==> config.mk <==
export PLATFORM = sky130hd
export DESIGN_NAME = tri_port_xchg
export DESIGN_NICKNAME = d
export VERILOG_FILES = /design/src/rtl/xchg_pkg.sv /design/src/rtl/xchg_hold_reg.sv /design/src/rtl/xchg_oe_decode.sv /design/src/rtl/xchg_read_mux.sv /design/src/rtl/tri_port_xchg.sv
export SDC_FILE = /design/constraint.sdc
export NUM_CORES = 1
export LEC_CHECK = 0
export BUFFER_PORTS_ARGS = -buffer_cell sky130_fd_sc_hd__buf_4
export CAP_MARGIN = 20
export CORE_ASPECT_RATIO = 1.25
export CORE_MARGIN = 1.5
export CORE_UTILIZATION = 25
export DETAILED_ROUTE_END_ITERATION = 8
export PLACE_DENSITY = 0.5
export SLEW_MARGIN = 10
export SYNTH_ARGS = -nofsm -noshare
export SYNTH_HDL_FRONTEND = slang
export SYNTH_SLANG_ARGS = --single-unit
==> constraint.sdc <==
create_clock -name clk -period 1.45 [get_ports clk]
set_input_delay 0.0725 -clock clk [delete_from_list [all_inputs] [get_ports clk]]
set_output_delay 0.0725 -clock clk [all_outputs]
set_load 0.1 [all_outputs]
==> src/rtl/xchg_pkg.sv <==
package xchg_pkg;
    typedef enum logic [2:0] {
        MODE_IDLE = 3'd0,
        MODE_RD_Y = 3'd1,
        MODE_WR_Y = 3'd2,
        MODE_RD_Z = 3'd3,
        MODE_WR_Z = 3'd4
    } xfer_mode_e;
endpackage

==> src/rtl/xchg_hold_reg.sv <==
module xchg_hold_reg #(
    parameter int LANE_W = 8,
    parameter int LANES  = 2,
    localparam int W     = LANE_W * LANES
) (
    input  logic         clk,
    input  logic         rst_n,
    input  logic         ld,
    input  logic [W-1:0] d,
    output logic [W-1:0] q
);
    for (genvar b = 0; b < LANES; b++) begin : g_lane
        always_ff @(posedge clk or negedge rst_n) begin
            if (!rst_n)
                q[b*LANE_W +: LANE_W] <= '0;
            else if (ld)
                q[b*LANE_W +: LANE_W] <= d[b*LANE_W +: LANE_W];
        end
    end

    assert_load_R2: assert property (@(posedge clk) disable iff (!rst_n)
        ld |=> (q == $past(d)));
    assert_hold_R3: assert property (@(posedge clk) disable iff (!rst_n)
        !ld |=> $stable(q));
endmodule

==> src/rtl/xchg_oe_decode.sv <==
module xchg_oe_decode
    import xchg_pkg::*;
#(
    parameter int LANES = 2
) (
    input  logic             rst_n,
    input  logic             bank_even,
    input  logic             xmit,
    input  logic [LANES-1:0] lane_oe_n,
    output xfer_mode_e       mode,
    output logic [LANES-1:0] x_oe,
    output logic [LANES-1:0] y_oe,
    output logic [LANES-1:0] z_oe
);
    logic [LANES-1:0] lane_on;
    assign lane_on = ~lane_oe_n;

    always_comb begin
        if (!rst_n || (lane_on == '0))
            mode = MODE_IDLE;
        else if (bank_even)
            mode = xmit ? MODE_WR_Y : MODE_RD_Y;
        else
            mode = xmit ? MODE_WR_Z : MODE_RD_Z;
    end

    always_comb begin
        x_oe = '0;
        y_oe = '0;
        z_oe = '0;
        unique case (mode)
            MODE_IDLE: ;
            MODE_RD_Y,
            MODE_RD_Z: x_oe = lane_on;
            MODE_WR_Y: y_oe = lane_on;
            MODE_WR_Z: z_oe = lane_on;
            default:   ;
        endcase
    end
endmodule

==> src/rtl/xchg_read_mux.sv <==
module xchg_read_mux #(
    parameter int W = 16
) (
    input  logic         sel_y,
    input  logic [W-1:0] from_y,
    input  logic [W-1:0] from_z,
    output logic [W-1:0] dout
);
    always_comb dout = sel_y ? from_y : from_z;
endmodule

==> src/rtl/tri_port_xchg.sv <==
module tri_port_xchg
    import xchg_pkg::*;
#(
    parameter int LANE_W = 8,
    parameter int LANES  = 2,
    localparam int W     = LANE_W * LANES
) (
    input  logic             clk,
    input  logic             rst_n,
    input  logic             bank_even,
    input  logic             xmit,
    input  logic [LANES-1:0] lane_oe_n,
    input  logic             ld_xy,
    input  logic             ld_xz,
    input  logic             ld_yx,
    input  logic             ld_zx,
    input  logic [W-1:0]     x_in,
    output logic [W-1:0]     x_out,
    output logic [LANES-1:0] x_oe,
    input  logic [W-1:0]     y_in,
    output logic [W-1:0]     y_out,
    output logic [LANES-1:0] y_oe,
    input  logic [W-1:0]     z_in,
    output logic [W-1:0]     z_out,
    output logic [LANES-1:0] z_oe
);
    xfer_mode_e mode;
    logic [W-1:0] rd_y, rd_z;

    xchg_hold_reg #(.LANE_W(LANE_W), .LANES(LANES)) u_wr_y (
        .clk(clk), .rst_n(rst_n), .ld(ld_xy), .d(x_in), .q(y_out));
    xchg_hold_reg #(.LANE_W(LANE_W), .LANES(LANES)) u_wr_z (
        .clk(clk), .rst_n(rst_n), .ld(ld_xz), .d(x_in), .q(z_out));
    xchg_hold_reg #(.LANE_W(LANE_W), .LANES(LANES)) u_rd_y (
        .clk(clk), .rst_n(rst_n), .ld(ld_yx), .d(y_in), .q(rd_y));
    xchg_hold_reg #(.LANE_W(LANE_W), .LANES(LANES)) u_rd_z (
        .clk(clk), .rst_n(rst_n), .ld(ld_zx), .d(z_in), .q(rd_z));

    xchg_read_mux #(.W(W)) u_mux (
        .sel_y(bank_even), .from_y(rd_y), .from_z(rd_z), .dout(x_out));

    xchg_oe_decode #(.LANES(LANES)) u_dec (
        .rst_n(rst_n), .bank_even(bank_even), .xmit(xmit),
        .lane_oe_n(lane_oe_n), .mode(mode),
        .x_oe(x_oe), .y_oe(y_oe), .z_oe(z_oe));

    always_comb begin
        if (!rst_n)
            assert_reset_quiet_R1: assert ((x_oe | y_oe | z_oe) == '0);
    end

    assert_idle_lanes_R8: assert property (@(posedge clk) disable iff (!rst_n)
        (&lane_oe_n) |-> ((x_oe | y_oe | z_oe) == '0));
    assert_bank_excl_R9: assert property (@(posedge clk) disable iff (!rst_n)
        !((|y_oe) && (|z_oe)));
    assert_x_excl_R9: assert property (@(posedge clk) disable iff (!rst_n)
        (|x_oe) |-> ((y_oe | z_oe) == '0));
    assert_rd_y_path_R5: assert property (@(posedge clk) disable iff (!rst_n)
        (ld_yx && bank_even) |=> (!bank_even || x_out == $past(y_in)));
endmodule

# [After elaboration in Yosys (flattened, before gate mapping)]
# Index checks and enable logic that the tools add are counted.
# W data, S select, Z words.
[word_totals] output_inout_bits=54 ff_bits=64 in_bits=58
[classes] eq_ne=4 mux=8 bitwise_logic=1 n_reduce_logical=4
[op_table] op="$mux W16" count=1
[op_table] op="$mux W3" count=3
[op_table] op="$mux W2" count=4
[op_table] op="$eq A3 B2 Y1 const B" count=2
[op_table] op="$eq A3 B1 Y1 const B" count=1
[op_table] op="$eq A3 B3 Y1 const B" count=1
[op_table] op="$logic_not A2 Y1" count=1
[op_table] op="$not A2 Y2" count=1
[op_table] op="$reduce_or A2 Y1" count=1
[op_table] op="$logic_not A1 Y1" count=1
[op_table] op="$logic_or A1 B1 Y1" count=1

# [Logic depth before layout (Yosys ltp)]
[depth] ltp_word=7 mapped_depth=6 depth_no_buf=4

# [Modules after synthesis]
# From an unflattened synthesis, not the netlist that was laid out.
[hier_totals] hier_cells=171 hier_area_um2=2941.6
[by_module_without_submodules] module="xchg_hold_reg" cells_each=34 seq_area_each_um2=400.4 area_per_inst_um2=649.4 instances=4
[by_module_without_submodules] module="xchg_read_mux" cells_each=18 seq_area_each_um2=0.0 area_per_inst_um2=249.0 instances=1
[by_module_without_submodules] module="xchg_oe_decode" cells_each=17 seq_area_each_um2=0.0 area_per_inst_um2=95.1 instances=1

# [Worst setup path before layout]
# OpenSTA, ideal clock, no wires.
[synth_path] path_type="input to output" from="in bank_even" to="out z_oe[0]" required_ns=1.378 setup_slack_ns=-1.458 arrival_time_ns=2.835 path_stages=6 n_path_buf=2 cell_sequence="buf_6 > buf_12 > inv_1 > ha_1 > nand2b_1 > nor3_1"
[synth_via] elab_chain_len=4
[synth_rtl] item="from (decl)" line_no="tri_port_xchg.sv:10" text="input logic bank_even,"
[synth_rtl] item="$mux W3" line_no="xchg_oe_decode.sv:21" text="else if (bank_even)"
[synth_rtl] item="$mux W3" line_no="xchg_oe_decode.sv:19" text="if (!rst_n || (lane_on == '0))"
[synth_rtl] item="$eq A3 B3 Y1" line_no="xchg_oe_decode.sv:31" text="unique case (mode)"
[synth_rtl] item="$mux W2" line_no="xchg_oe_decode.sv:31"
[synth_rtl] item="to (decl)" line_no="tri_port_xchg.sv:25" text="output logic [LANES-1:0] z_oe"
# Every way passes these cells.

# [Final worst setup path]
[layout_path] from="reg u_rd_y.q[3]" to="out x_out[3]"
[layout_via] elab_chain_len=1
[layout_rtl] item="from (decl)" line_no="xchg_hold_reg.sv:10" text="output logic [W-1:0] q"
[layout_rtl] item="from (signal, indexed assignment)" line_no="xchg_hold_reg.sv:17" text="q[b*LANE_W +: LANE_W] <= d[b*LANE_W +: LANE_W];"
[layout_rtl] item="$mux W16" line_no="xchg_read_mux.sv:9" text="always_comb dout = sel_y ? from_y : from_z;"
[layout_rtl] item="to (decl)" line_no="tri_port_xchg.sv:18" text="output logic [W-1:0] x_out,"
# Every way passes these cells.

==> impl_table.tex <==
\begin{tabular}{lr}
\hline
Metric & Value \\
\hline
\multicolumn{2}{l}{\textbf{Pwr}} \\
\quad Clock network fraction of design power & 0.327 \\
\quad Static leakage & 0.00223 µW \\
\quad VDD IR max & between 0.5 and 0.6 mV \\
\quad Power density cells & around 1300 nW/µm² \\
\quad Logic pwr share & 0.341 \\
\quad Part of the total power dissipated in sequential elements & 0.332 \\
\quad Net switching share of the total power & 0.366 \\
\quad Power spent charging and discharging nets & between 2000 and 2500 µW \\
\quad Total Power & slightly above 6000 µW \\
\quad Internal portion of total power & between 3000 and 4000 µW \\
\multicolumn{2}{l}{\textbf{STA}} \\
\quad Final critical-path share of the clock period & 0.893 \\
\quad Worst Clk Skew & 0 ps \\
\quad Worst-case setup margin in the final layout & between 150 and 200 ps \\
\quad Worst Tran Pin Value & between 800 and 900 ps \\
\quad Maximum frequency from static timing analysis & roughly 0.77 GHz \\
\quad Fin Hold WS & approximately 220 ps \\
\quad Worst slew margin relative to its limit & 0.455 \\
\quad Minimum clock period & roughly 1300 ps \\
\quad Total setup violations reported at the end of the flow & 0 \\
\quad Final Hold Violating Endpoints & 0 \\
\quad RSZ-0062 raised after global routing & false \\
\quad Number of pins exceeding their max-slew limit in the final report & 0 \\
\multicolumn{2}{l}{\textbf{Worst setup path}} \\
\quad Capturing point of the worst reg2reg path & u\_wr\_z.q[1]\$\_DFFE\_PN0P\_ \\
\quad Crit Reg-Reg Startpoint & u\_wr\_z.q[1]\$\_DFFE\_PN0P\_ \\
\quad Startpoint class of the critical path & flip-flop \\
\quad Register-to-Register Setup Slack & 680 ps \\
\quad Element type at the critical path end & output port \\
\quad CP max FO & 2 \\
\quad Data required time at the worst endpoint & about 1400 ps \\
\quad Setup crit start & u\_rd\_y.q[3]\$\_DFFE\_PN0P\_ \\
\quad Data arrival time of the critical path & about 1200 ps \\
\quad FF-to-FF path depth & 1 \\
\quad Setup Crit Path Kind & reg2out \\
\multicolumn{2}{l}{\textbf{Final layout}} \\
\quad Final core utilization & 0.413 \\
\quad Ant diodes & 0 \\
\quad Area added between synthesis and finish & 59.6\% \\
\quad Area of the multi-input gates & 1240 µm² \\
\quad Commonest cells after routing, fill and taps aside & 114 x sky130\_fd\_sc\_hd\_\_buf\_4, 64 x sky130\_fd\_sc\_hd\_\_dfrtp\_1, 49 x sky130\_fd\_sc\_hd\_\_mux2\_4, 49 x sky130\_fd\_sc\_hd\_\_dlygate4sd3\_1, 31 x sky130\_fd\_sc\_hd\_\_mux2\_2 \\
\quad Sequential Area & $\sim$1600 µm² \\
\quad Final-layout fill cell count & 1067 \\
\quad Nets & approximately 390 \\
\quad Post-Layout Inst Area & 4650 µm² \\
\quad Most common library cell in the layout ignoring fill and taps & sky130\_fd\_sc\_hd\_\_buf\_4 \\
\quad Layout cells sized above 1 & 0.657 \\
\multicolumn{2}{l}{\textbf{Synthesis}} \\
\quad Simple-gate share of the synthesized area & 0.0180 \\
\quad Number of unique standard cell types used by synthesis & 12 \\
\quad Mapped Area & a little under 3000 µm² \\
\quad Post-synthesis sequential element count & 64 \\
\quad Xor/xnor share of the synthesized area & 0 \\
\quad Largest family of logic cells by synthesized area & multiplexers \\
\quad Mapped Nets & 225 \\
\quad Post-synthesis mux area share & 0.373 \\
\quad Compound-gate portion of the synthesized area & 0 \\
\quad Cell count after synthesis & 166 \\
\quad Register area share after synthesis & 0.550 \\
\quad Number of warnings issued by yosys & 0 \\
\quad Arithmetic-cell share of the synthesized area counting full adders, half adders and majority gates & 0.00430 \\
\quad Synth Area per Inst & around 18 µm² \\
\multicolumn{2}{l}{\textbf{Clocking}} \\
\quad Number of buffers added by the clock tree synthesis step & 9 \\
\quad CTS clock-pin slew for the worst setup and hold paths & 60 ps \\
\quad Clock latency at the later pin of the worst-skew pair & roughly 320 ps \\
\quad Num Clock Sinks & 64 \\
\quad Clock Tree Root & sky130\_fd\_sc\_hd\_\_clkbuf\_16 \\
\quad Longest Clk Path Bufs & 2 \\
\quad Total setup buffers inserted after CTS & 0 \\
\quad TritonCTS clock tree & done \\
\quad H-tree depth & 3 \\
\multicolumn{2}{l}{\textbf{Routing}} \\
\quad Amount of wire on met3 after detailed routing & between 300 and 400 µm \\
\quad Mean number of vias per cell & roughly 4 \\
\quad Number of antenna-violating nets in the routed design & 0 \\
\quad Remaining design rule violation count & 0 \\
\quad Iteration count of the initial detailed-routing pass & 4 \\
\quad Uppermost routed layer & met4 \\
\quad WL met1 & roughly 3 mm \\
\quad Final routed wirelength across all metal layers & $\sim$6.7 mm \\
\quad Via count & roughly 1900 \\
\quad Number of DRC markers after the initial detailed-route iteration & 30 \\
\quad Per-cell routed wire length & between 10 and 15 µm \\
\quad Sum of met2 wire segment lengths after detailed routing & 3.31 mm \\
\multicolumn{2}{l}{\textbf{Die}} \\
\quad Total die area & between 10000 and 15000 µm² \\
\quad Placeable core region & between 10000 and 15000 µm² \\
\quad Number of top-level pins & 112 \\
\quad Row Count & 43 \\
\quad Initial cell density of the core & 0.259 \\
\quad X dimension of the die & about 100 µm \\
\quad DIE HEIGHT & $\sim$120 µm \\
\multicolumn{2}{l}{\textbf{Placement}} \\
\quad Input/output buffers & approximately 110 \\
\quad HPWL after DPL & 4.45 mm \\
\quad RePlAce Congestion & between 0.7 and 0.8 \\
\quad Placed standard-cell area & just under 4000 µm² \\
\quad Pre-CTS worst setup slack & $\sim$170 ps \\
\multicolumn{2}{l}{\textbf{Global route}} \\
\quad Number of global-route vias before repair & 2126 \\
\quad Pin count of the biggest net entering global routing & between 60 and 70 \\
\quad Total grt overflow & 0 \\
\quad Global-route wire length before repair & between 10 and 15 mm \\
\quad Tot GR Track Use & 0.114 \\
\quad Initial antenna violation count & 0 \\
\multicolumn{2}{l}{\textbf{Hold path}} \\
\quad Startpoint of the tightest hold check path & ld\_xz \\
\quad Hold-critical path endpoint & u\_wr\_z.q[7]\$\_DFFE\_PN0P\_ \\
\quad Worst hold path depth & 2 \\
\quad Type of the tightest min-delay check & in2reg \\
\multicolumn{2}{l}{\textbf{Outcome}} \\
\quad Outcome & finished, final reports clean \\
\multicolumn{2}{l}{\textbf{Job}} \\
\quad Max-cap violation count & 0 \\
\hline
\end{tabular}
[registers in the layout, indices dropped and copies added, names as in the netlist]
name	cells
u_wr_y.q	16
u_wr_z.q	16
u_rd_z.q	16
u_rd_y.q	16
[cell families (layout without fill, tap and decap cells)]
family / after synthesis / count (layout)
and+or+nand+nor: 10 / 10
buffers and inverters: 11 / 180
DFF: 64 / 64
muxes: 80 / 80
adders and majority gates: 1 / 1
[power groups by stage]
stage / clock network, µW / logic, µW / registers (µW)
finish: 2030 / 2120 / 2060
global placement: 0 / 2020 / 2090
detailed placement: 0 / 2030 / 2090
CTS: 2120 / 2140 / 2070
floorplan: 0 / 931 / 2740
global route: 2190 / 2190 / 2090
[critical path, cell delays in order, from the launching register on]
cell                      delay [ps]
sky130_fd_sc_hd__dfrtp_1         380
sky130_fd_sc_hd__mux2_2          280
sky130_fd_sc_hd__buf_4           240
[synth_stat cells, drive strengths merged]
cell type   n  area (µm²)
nor2        2        7.51
buf        10         156
inv         1        3.75
nor3        4        20.0
ha          1        12.5
nand2       1        3.75
mux2       80        1080
or3b        1        8.76
dfrtp      64        1600
nand2b      2        12.5
[routing by layer]
layer	vias to the layer above	GRT usage
li1	909	-
met1	954	0.137
met5	-	0
met4	0	0.0555
met2	65	0.189
met3	7	0.0292
[per-stage QoR]
stage | cells | setup TNS [ps]
2_1_floorplan | 166 | -469
3_3_place_gp | 405 | 0
6_report | 470 | 0
5_1_grt | 470 | 0
3_5_place_dp | 405 | 0
4_1_cts | 470 | 0
[worst max-delay path by stage]
stage,to,cells after the start,slack [ps]
6_report,x_out[3],2,160
5_1_grt,x_out[14],2,120
4_1_cts,x_out[3],2,140
3_5_place_dp,x_oe[0],6,170
3_3_place_gp,x_oe[0],6,190
2_1_floorplan,z_oe[0],6,-160
[final cells by class]
type / instances / share of cell area
clock buffers: 13 / 0.0581
flip-flops and latches: 64 / 0.345
inverters: 1 / 0.00135
repair buffers: 163 / 0.290
multi-input cells: 91 / 0.267
well taps: 135 / 0.0363
clock inverters: 3 / 0.00323
[repair_timing]
item,in CTS,in global routing
hold endpoints to repair,74,0
gates resized for setup,0,0
hold buffers,49,0
(Power assumes the default switching activity.)
